### config.mk
export PLATFORM = sky130hd
export DESIGN_NAME = pgwalk_top
export DESIGN_NICKNAME = d
export VERILOG_FILES = /design/src/rtl/pgw_pkg.sv /design/src/rtl/pgw_eval.sv /design/src/rtl/pgw_ctrl.sv /design/src/rtl/pgw_fault_log.sv /design/src/rtl/pgwalk_top.sv
export SDC_FILE = /design/constraint.sdc
export NUM_CORES = 1
export LEC_CHECK = 0
export BUFFER_PORTS_ARGS = -buffer_cell sky130_fd_sc_hd__clkbuf_2
export CORE_ASPECT_RATIO = 1.75
export CORE_MARGIN = 4
export CORE_UTILIZATION = 51
export CTS_CLUSTER_DIAMETER = 40
export CTS_CLUSTER_SIZE = 20
export DETAILED_ROUTE_END_ITERATION = 7
export GPL_TIMING_DRIVEN = 0
export PLACE_DENSITY = 0.79
export SYNTH_ARGS = -nofsm -noshare
export SYNTH_HDL_FRONTEND = slang
export SYNTH_SLANG_ARGS = --single-unit
### constraint.sdc
create_clock -name clk -period 1.92 [get_ports clk]
set_input_delay 0.288 -clock clk [delete_from_list [all_inputs] [get_ports clk]]
set_output_delay 0.288 -clock clk [all_outputs]
set_load 0.01 [all_outputs]
### src/rtl/pgw_pkg.sv
package pgw_pkg;

  localparam int VA_W    = 32;
  localparam int DESC_W  = 32;
  localparam int CODE_W  = 8;
  localparam int PERM_W  = 3;
  localparam int ACC_W   = 2;

  localparam int BIG_SHIFT  = 22;
  localparam int PAGE_SHIFT = 12;

  localparam int BIT_PRESENT = 2;
  localparam int BIT_RD      = 8;
  localparam int BIT_WR      = 7;
  localparam int BIT_EX      = 6;

  localparam logic [1:0] TYPE_BIG   = 2'd3;
  localparam logic [1:0] TYPE_TABLE = 2'd0;

  localparam logic [ACC_W-1:0] ACC_RD = 2'd0;
  localparam logic [ACC_W-1:0] ACC_WR = 2'd1;
  localparam logic [ACC_W-1:0] ACC_EX = 2'd2;

  localparam logic [CODE_W-1:0] FLT_L2_ABSENT  = 8'h05;
  localparam logic [CODE_W-1:0] FLT_PAGE_ABS   = 8'h08;
  localparam logic [CODE_W-1:0] FLT_BIG_ABSENT = 8'h0B;
  localparam logic [CODE_W-1:0] FLT_NO_READ    = 8'h11;
  localparam logic [CODE_W-1:0] FLT_NO_WRITE   = 8'h12;
  localparam logic [CODE_W-1:0] FLT_NO_EXEC    = 8'h13;

  localparam logic [VA_W-1:0] IO_WINDOW = 32'h8000_0000;

  typedef enum logic [2:0] {
    ST_IDLE, ST_L1_REQ, ST_L1_WAIT, ST_L2_REQ, ST_L2_WAIT, ST_DONE
  } walk_state_e;

  typedef struct packed {
    logic              go_l2;
    logic [VA_W-1:0]   pa;
    logic              big;
    logic [PERM_W-1:0] perm;
    logic              fault;
    logic [CODE_W-1:0] code;
    logic              err;
  } walk_outcome_t;

  function automatic logic [VA_W-1:0] l1_addr(input logic [VA_W-1:0] base,
                                              input logic [VA_W-1:0] va);
    return {base[VA_W-1:PAGE_SHIFT], va[VA_W-1:BIG_SHIFT], 2'b00};
  endfunction

  function automatic logic [VA_W-1:0] l2_addr(input logic [DESC_W-1:0] desc,
                                              input logic [VA_W-1:0] va);
    return {desc[DESC_W-1:PAGE_SHIFT], va[BIG_SHIFT-1:PAGE_SHIFT], 2'b00};
  endfunction

  function automatic logic [VA_W-1:0] big_pa(input logic [DESC_W-1:0] desc,
                                             input logic [VA_W-1:0] va);
    return {desc[DESC_W-1:BIG_SHIFT], va[BIG_SHIFT-1:0]};
  endfunction

  function automatic logic [VA_W-1:0] page_pa(input logic [DESC_W-1:0] desc,
                                              input logic [VA_W-1:0] va);
    return {desc[DESC_W-1:PAGE_SHIFT], va[PAGE_SHIFT-1:0]};
  endfunction

  function automatic logic [PERM_W-1:0] grants(input logic [DESC_W-1:0] desc);
    return {desc[BIT_RD], desc[BIT_WR], desc[BIT_EX]};
  endfunction

  function automatic logic [CODE_W-1:0] perm_fault(input logic [DESC_W-1:0] desc,
                                                   input logic [ACC_W-1:0] acc,
                                                   input logic user);
    logic [CODE_W-1:0] c;
    c = '0;
    if (user) begin
      case (acc)
        ACC_RD:  if (!desc[BIT_RD]) c = FLT_NO_READ;
        ACC_WR:  if (!desc[BIT_WR]) c = FLT_NO_WRITE;
        ACC_EX:  if (!desc[BIT_EX]) c = FLT_NO_EXEC;
        default: c = '0;
      endcase
    end
    return c;
  endfunction

endpackage

### src/rtl/pgw_eval.sv
module pgw_eval
  import pgw_pkg::*;
(
  input  logic                level2,
  input  logic [DESC_W-1:0]   desc,
  input  logic [VA_W-1:0]     va,
  input  logic [ACC_W-1:0]    acc,
  input  logic                user,
  output walk_outcome_t       outcome
);

  logic [CODE_W-1:0] pcode;
  logic              present;
  logic [1:0]        dtype;

  assign present = desc[BIT_PRESENT];
  assign dtype   = desc[1:0];
  assign pcode   = perm_fault(desc, acc, user);

  always_comb begin
    outcome = '0;
    if (!level2) begin
      if (dtype == TYPE_BIG) begin
        if (!present) begin
          outcome.fault = 1'b1;
          outcome.code  = FLT_BIG_ABSENT;
        end else if (pcode != '0) begin
          outcome.fault = 1'b1;
          outcome.code  = pcode;
        end else begin
          outcome.pa   = big_pa(desc, va);
          outcome.big  = 1'b1;
          outcome.perm = grants(desc);
        end
      end else if (dtype == TYPE_TABLE) begin
        if (!present) begin
          outcome.fault = 1'b1;
          outcome.code  = FLT_L2_ABSENT;
        end else begin
          outcome.go_l2 = 1'b1;
        end
      end else begin
        outcome.err = 1'b1;
      end
    end else begin
      if (!present) begin
        outcome.fault = 1'b1;
        outcome.code  = FLT_PAGE_ABS;
      end else if (dtype != TYPE_TABLE) begin
        outcome.err = 1'b1;
      end else if (pcode != '0) begin
        outcome.fault = 1'b1;
        outcome.code  = pcode;
      end else begin
        outcome.pa   = page_pa(desc, va);
        outcome.perm = grants(desc);
      end
    end
  end

endmodule

### src/rtl/pgw_ctrl.sv
module pgw_ctrl
  import pgw_pkg::*;
(
  input  logic                clk,
  input  logic                rst_n,
  input  logic                cfg_mmu_on,
  input  logic [VA_W-1:0]     cfg_table_base,
  input  logic                req_valid,
  input  logic [VA_W-1:0]     req_va,
  input  logic [ACC_W-1:0]    req_access,
  input  logic                req_user,
  output logic                req_ready,
  output logic                mem_req_valid,
  output logic [VA_W-1:0]     mem_req_addr,
  input  logic                mem_rsp_valid,
  input  logic [DESC_W-1:0]   mem_rsp_data,
  input  walk_outcome_t       outcome,
  output logic                eval_level2,
  output logic [VA_W-1:0]     walk_va,
  output logic [ACC_W-1:0]    walk_acc,
  output logic                walk_user,
  output logic                in_done,
  output logic                walk_finish,
  output walk_outcome_t       result
);

  walk_state_e       state;
  logic [VA_W-1:0]   base_q;
  logic [DESC_W-1:0] l1_desc_q;
  logic              l1_take;
  logic              l2_take;

  assign req_ready     = (state == ST_IDLE);
  assign in_done       = (state == ST_DONE);
  assign eval_level2   = (state == ST_L2_WAIT);
  assign mem_req_valid = (state == ST_L1_REQ) || (state == ST_L2_REQ);
  assign mem_req_addr  = (state == ST_L2_REQ) ? l2_addr(l1_desc_q, walk_va)
                                              : l1_addr(base_q, walk_va);

  assign l1_take     = (state == ST_L1_WAIT) && mem_rsp_valid;
  assign l2_take     = (state == ST_L2_WAIT) && mem_rsp_valid;
  assign walk_finish = (l1_take && !outcome.go_l2) || l2_take;

  always_ff @(posedge clk) begin
    if (!rst_n) begin
      state     <= ST_IDLE;
      base_q    <= '0;
      l1_desc_q <= '0;
      walk_va   <= '0;
      walk_acc  <= '0;
      walk_user <= 1'b0;
      result    <= '0;
    end else begin
      case (state)
        ST_IDLE: begin
          if (req_valid) begin
            walk_va   <= req_va;
            walk_acc  <= req_access;
            walk_user <= req_user;
            base_q    <= cfg_table_base;
            result    <= '0;
            if (!cfg_mmu_on) begin
              result.pa   <= req_va;
              result.perm <= '1;
              state       <= ST_DONE;
            end else if (!req_user && !req_va[VA_W-1]) begin
              result.pa   <= req_va | IO_WINDOW;
              result.perm <= '1;
              state       <= ST_DONE;
            end else begin
              state <= ST_L1_REQ;
            end
          end
        end
        ST_L1_REQ: state <= ST_L1_WAIT;
        ST_L1_WAIT: begin
          if (mem_rsp_valid) begin
            if (outcome.go_l2) begin
              l1_desc_q <= mem_rsp_data;
              state     <= ST_L2_REQ;
            end else begin
              result <= outcome;
              state  <= ST_DONE;
            end
          end
        end
        ST_L2_REQ: state <= ST_L2_WAIT;
        ST_L2_WAIT: begin
          if (mem_rsp_valid) begin
            result <= outcome;
            state  <= ST_DONE;
          end
        end
        default: state <= ST_IDLE;
      endcase
    end
  end

endmodule

### src/rtl/pgw_fault_log.sv
module pgw_fault_log
  import pgw_pkg::*;
(
  input  logic                clk,
  input  logic                rst_n,
  input  logic                log_en,
  input  logic [CODE_W-1:0]   log_code,
  input  logic [VA_W-1:0]     log_va,
  input  logic [ACC_W-1:0]    log_acc,
  output logic [CODE_W-1:0]   fault_status,
  output logic [VA_W-1:0]     fault_addr,
  output logic                abort_instr,
  output logic                abort_data
);

  always_ff @(posedge clk) begin
    if (!rst_n) begin
      fault_status <= '0;
      fault_addr   <= '0;
      abort_instr  <= 1'b0;
      abort_data   <= 1'b0;
    end else begin
      abort_instr <= log_en && (log_acc == ACC_EX);
      abort_data  <= log_en && (log_acc != ACC_EX);
      if (log_en) begin
        fault_status <= log_code;
        fault_addr   <= log_va;
      end
    end
  end

endmodule

### src/rtl/pgwalk_top.sv
module pgwalk_top
  import pgw_pkg::*;
(
  input  logic                clk,
  input  logic                rst_n,
  input  logic                cfg_mmu_on,
  input  logic [VA_W-1:0]     cfg_table_base,
  input  logic                req_valid,
  output logic                req_ready,
  input  logic [VA_W-1:0]     req_va,
  input  logic [ACC_W-1:0]    req_access,
  input  logic                req_user,
  output logic                mem_req_valid,
  output logic [VA_W-1:0]     mem_req_addr,
  input  logic                mem_rsp_valid,
  input  logic [DESC_W-1:0]   mem_rsp_data,
  output logic                done_valid,
  output logic [VA_W-1:0]     done_pa,
  output logic                done_big_page,
  output logic [PERM_W-1:0]   done_perm,
  output logic                done_fault,
  output logic [CODE_W-1:0]   done_code,
  output logic                done_err,
  output logic [CODE_W-1:0]   fault_status,
  output logic [VA_W-1:0]     fault_addr,
  output logic                abort_instr,
  output logic                abort_data
);

  walk_outcome_t     outcome;
  walk_outcome_t     result;
  logic              eval_level2;
  logic [VA_W-1:0]   walk_va;
  logic [ACC_W-1:0]  walk_acc;
  logic              walk_user;
  logic              in_done;
  logic              walk_finish;
  logic              evt_fault_log;

  pgw_eval u_eval (
    .level2  (eval_level2),
    .desc    (mem_rsp_data),
    .va      (walk_va),
    .acc     (walk_acc),
    .user    (walk_user),
    .outcome (outcome)
  );

  pgw_ctrl u_ctrl (
    .clk            (clk),
    .rst_n          (rst_n),
    .cfg_mmu_on     (cfg_mmu_on),
    .cfg_table_base (cfg_table_base),
    .req_valid      (req_valid),
    .req_va         (req_va),
    .req_access     (req_access),
    .req_user       (req_user),
    .req_ready      (req_ready),
    .mem_req_valid  (mem_req_valid),
    .mem_req_addr   (mem_req_addr),
    .mem_rsp_valid  (mem_rsp_valid),
    .mem_rsp_data   (mem_rsp_data),
    .outcome        (outcome),
    .eval_level2    (eval_level2),
    .walk_va        (walk_va),
    .walk_acc       (walk_acc),
    .walk_user      (walk_user),
    .in_done        (in_done),
    .walk_finish    (walk_finish),
    .result         (result)
  );

  assign evt_fault_log = walk_finish && outcome.fault;

  pgw_fault_log u_flog (
    .clk          (clk),
    .rst_n        (rst_n),
    .log_en       (evt_fault_log),
    .log_code     (outcome.code),
    .log_va       (walk_va),
    .log_acc      (walk_acc),
    .fault_status (fault_status),
    .fault_addr   (fault_addr),
    .abort_instr  (abort_instr),
    .abort_data   (abort_data)
  );

  assign done_valid    = in_done;
  assign done_pa       = result.pa;
  assign done_big_page = result.big;
  assign done_perm     = result.perm;
  assign done_fault    = result.fault;
  assign done_code     = result.code;
  assign done_err      = result.err;

endmodule

==> impl_results.md <==
* Post-synth EDFFs at 0
* Ys flop type: dfxtp_1
* Cell count after synthesis at 823
* I/O Pins at 227
* Std-Cell Rows at 56
* Final Non-Filler Cells at 1266
* WP data required at 1.63 ns
* Yosys reg bits at 160
* VDD IR max at 0.751 mV
* Clk Latency, worst-skew pair at 0.43 ns
* Final Hold Vio Count at 0
* Met2 WL at 13200 um
* Rel. slew slack at 52.2%
* Clk sink count at 160
* Reg2Reg Setup Slack at -0.19 ns
* DR top layer: met4
* H-tree depth at 4
* Grt total ovfl at 0
* DRT antenna net count at 0
* FMAX at 465 MHz
* Critical Path Sink Type: output pin
* Fin area at 9970 um2
* Hold WC Path Type: in -> reg
* DR vias at 7382
* Vias per inst at 5.83
* Placer Congestion at 1.01
* WL met1 at 8770 um
* Initial cell density of the core at 52.0%
* Placeable Area at 13500 um2
* Slew Viols, Final at 0
* Drc violations at 0
* Mapped Area at 6990 um2
* Least-Margin Pin Slew at 0.717 ns
* Failing checks: negative setup slack
* Post-Place Cells at 1204
* CTS clock-pin slew for the worst setup and hold paths at 0.07 ns
* Status: finished with violations
* Endpoints failing setup at 130
* Fraction of layout cells with a size suffix above 1 at 37.2%
* Worst path bufs/invs at 3
* Area leader, netlist: dfxtp_1
* Crit path depth at 6
* PortBufs at 200
* Worst path cell trace: buf_6, and2b_2, nand2_8, clkbuf_16, mux2_4, buf_6
* Placed Area at 8240 um2
* CP top delay family: buffers and inverters
* Synth top area share at 45.8%
* Async S/R FF share, synth at 0%
* Fin worst setup slack at -0.232 ns
* Die boundary height at 163 um
* Cts bufs inserted at 17
* Clock period minus worst slack at 2.15 ns
* Pwr Total at 10.6 mW
* Initial DRC count at 651
* Cell mode on critical path: buf_6
* Worst R2R Start: u_ctrl.state[1]$_SDFFE_PN0P_
* RSZ-0062 raised after global routing: true
* Ranking of synthesized cells by area: dfxtp_1, nand2_1, a21oi_1, mux2i_1, mux2_1
* Worst Skew at 0.00778 ns
* Max_cap viols at 0
* Syn. warnings at 0
* Worst setup path startpoint: u_ctrl.state[1]$_SDFFE_PN0P_
* TritonCTS clock tree: done
* Layout Nets at 1185
* Worst r2r path cells at 10
* Synth-to-Final Area Change at 42.6%
* Crit share post-route at 112%
* PwrDens at 1060 nW/um2
* Hold path cells at 3
* Drt wl/cell at 20.4 um
* Critical path arrival at 1.86 ns
* Max clock buf depth at 2
* WL met3 at 2190 um
* Sequential element share of the synthesized area at 45.8%
* Initial antenna violation count at 0
* Worst hold start: cfg_table_base[26]
* Post-DP HPWL at 17500 um
* Slowest CP cell: dfxtp_2
* Highest cell delay on the worst timing path at 0.34 ns
* Utilization after layout at 74.1%
* Leakage power at 4.18 nW
* CP Max Fanout at 6
* Largest net degree at the start of global routing at 17
* First-pass GRT wire length at 36800 um
* Routed WL at 25800 um
* Setup crit start kind: flip-flop
* Minimum hold slack at 0.0753 ns
* Yosys cell types at 53
* CTS Root Cell: clkbuf_16
* Diode count at 0
* Chip Width at 96.5 um
* Vias in the first global route at 6999
* Crit path kind: reg -> out
* Drt pass-1 iters at 5
* GR Util All Layers at 30.6%
* Average cell area after synthesis at 8.49 um2
* Die Area at 15700 um2
## layout by cell type, fill, tap and decap left out, drive strengths merged, types with 3 or more instances in the layout
| master | n |
|---|---|
| a21boi | 9 |
| a21oi | 111 |
| a221o | 9 |
| a22oi | 22 |
| a31oi | 3 |
| and2 | 7 |
| buf | 87 |
| clkbuf | 234 |
| clkinv | 3 |
| conb | 8 |
| dfxtp | 160 |
| inv | 17 |
| mux2 | 31 |
| mux2i | 38 |
| nand2 | 231 |
| nand2b | 3 |
| nand3 | 18 |
| nor2 | 12 |
| nor2b | 4 |
| nor3 | 11 |
| nor3b | 4 |
| o21a | 3 |
| o21ai | 32 |
| o22ai | 5 |
## logic make-up (layout without fill, tap and decap cells)
logic type               after synthesis  in the layout  share of synthesized area (%)
AND/OR/NAND/NOR                      302            302                           18.5
AO/OA/AOI/OAI                        205            205                           18.5
flip-flops                           160            160                           45.8
buffers and inverters                 83            345                           5.91
multiplexers                          69             69                           10.4
adder cells (fa/ha/maj)                2              2                          0.358
other                                  1              8                         0.0536
XOR/XNOR                               1              1                          0.394
## per-stage QoR
step / setup TNS, ns / setup slack (ns)
global placement: -30.46 / -0.389
floorplan: 0 / 0.132
detailed placement: -32.03 / -0.368
global route: -20.28 / -0.239
CTS: -8.16 / -0.204
finish: -13.09 / -0.232
## registers in the layout, summed over array words and instances, names as in the netlist
name and flops:
u_flog.fault_addr 32, u_flog.fault_status 5, u_ctrl.walk_va 32, u_ctrl.result 43, u_ctrl.base_q 20, u_ctrl.walk_acc 2, u_flog.abort_data 1, u_ctrl.l1_desc_q 20
u_ctrl.walk_user 1, u_flog.abort_instr 1, u_ctrl.state 3
## synthesized netlist by cell type (2+ instances only)
cell and n:
a22oi_1 12, a22oi_2 10, o21a_1 3, o21ai_1 10
nor3_2 2, nor3_1 9, nand2_1 231, and2_1 7
or3_1 2, a21boi_0 8, and3_1 2, o22ai_1 5
a21oi_1 111, a31oi_1 3, buf_4 11, nor3b_1 3
buf_2 18, buf_6 5, nand3_1 18, and2b_1 2
or4_1 2, inv_1 8, nor2b_1 4, mux2_1 30
mux2i_1 38, clkbuf_1 40, nor2_1 12, ha_1 2
o21ai_0 22, dfxtp_1 160, nand2b_1 3, a221o_1 9
## final timing paths
path,end
worst max-delay path,mem_req_addr[13]
worst min-delay path,u_ctrl.base_q[26]$_SDFFE_PN0P_
worst max register to register,u_flog.fault_addr[14]$_SDFFE_PN0P_
worst min register to register,u_flog.fault_addr[2]$_SDFFE_PN0P_
## report_power, final
part	total, mW	switching [mW]	internal (mW)
logic	3.12	1.69	1.42
registers	3.95	0.280	3.67
clock network	3.52	1.56	1.96
total	10.6	3.53	7.05
## tightest hold or removal path: cells and delay by family
kind	cells	cell delay (ns)
AO/OA/AOI/OAI	1	0.05
buffers and inverters	1	0.08
AND/OR/NAND/NOR	1	0.04
## routing by layer
metal  vias up  GRT usage, %
met1      3452          33.5
met3       134          6.29
met2       469          53.4
met5         -             0
met4         0          17.2
li1       3327             -
## timing repair
item | CTS | global route
endpoints found under the setup margin | 158 | 181
resized for setup | 79 | 167
setup buffers | 11 | 10
hold buffers | 0 | 0
hold endpoints to repair | 0 | 0
pin swaps | 4 | 15
gates cloned | 3 | 7
## area by class of cell
cell class / instances / area (um2)
Clock inverter: 15 / 174
Clock buffer: 17 / 425
Tap cell: 174 / 218
Inverter: 9 / 33.8
Timing Repair Buffer: 231 / 1590
Sequential cell: 160 / 3210
Buffer: 73 / 591
Fill cell: 993 / 3480
Multi-Input combinational cell: 587 / 3730
Note: power is estimated with default switching activity, not from simulation.
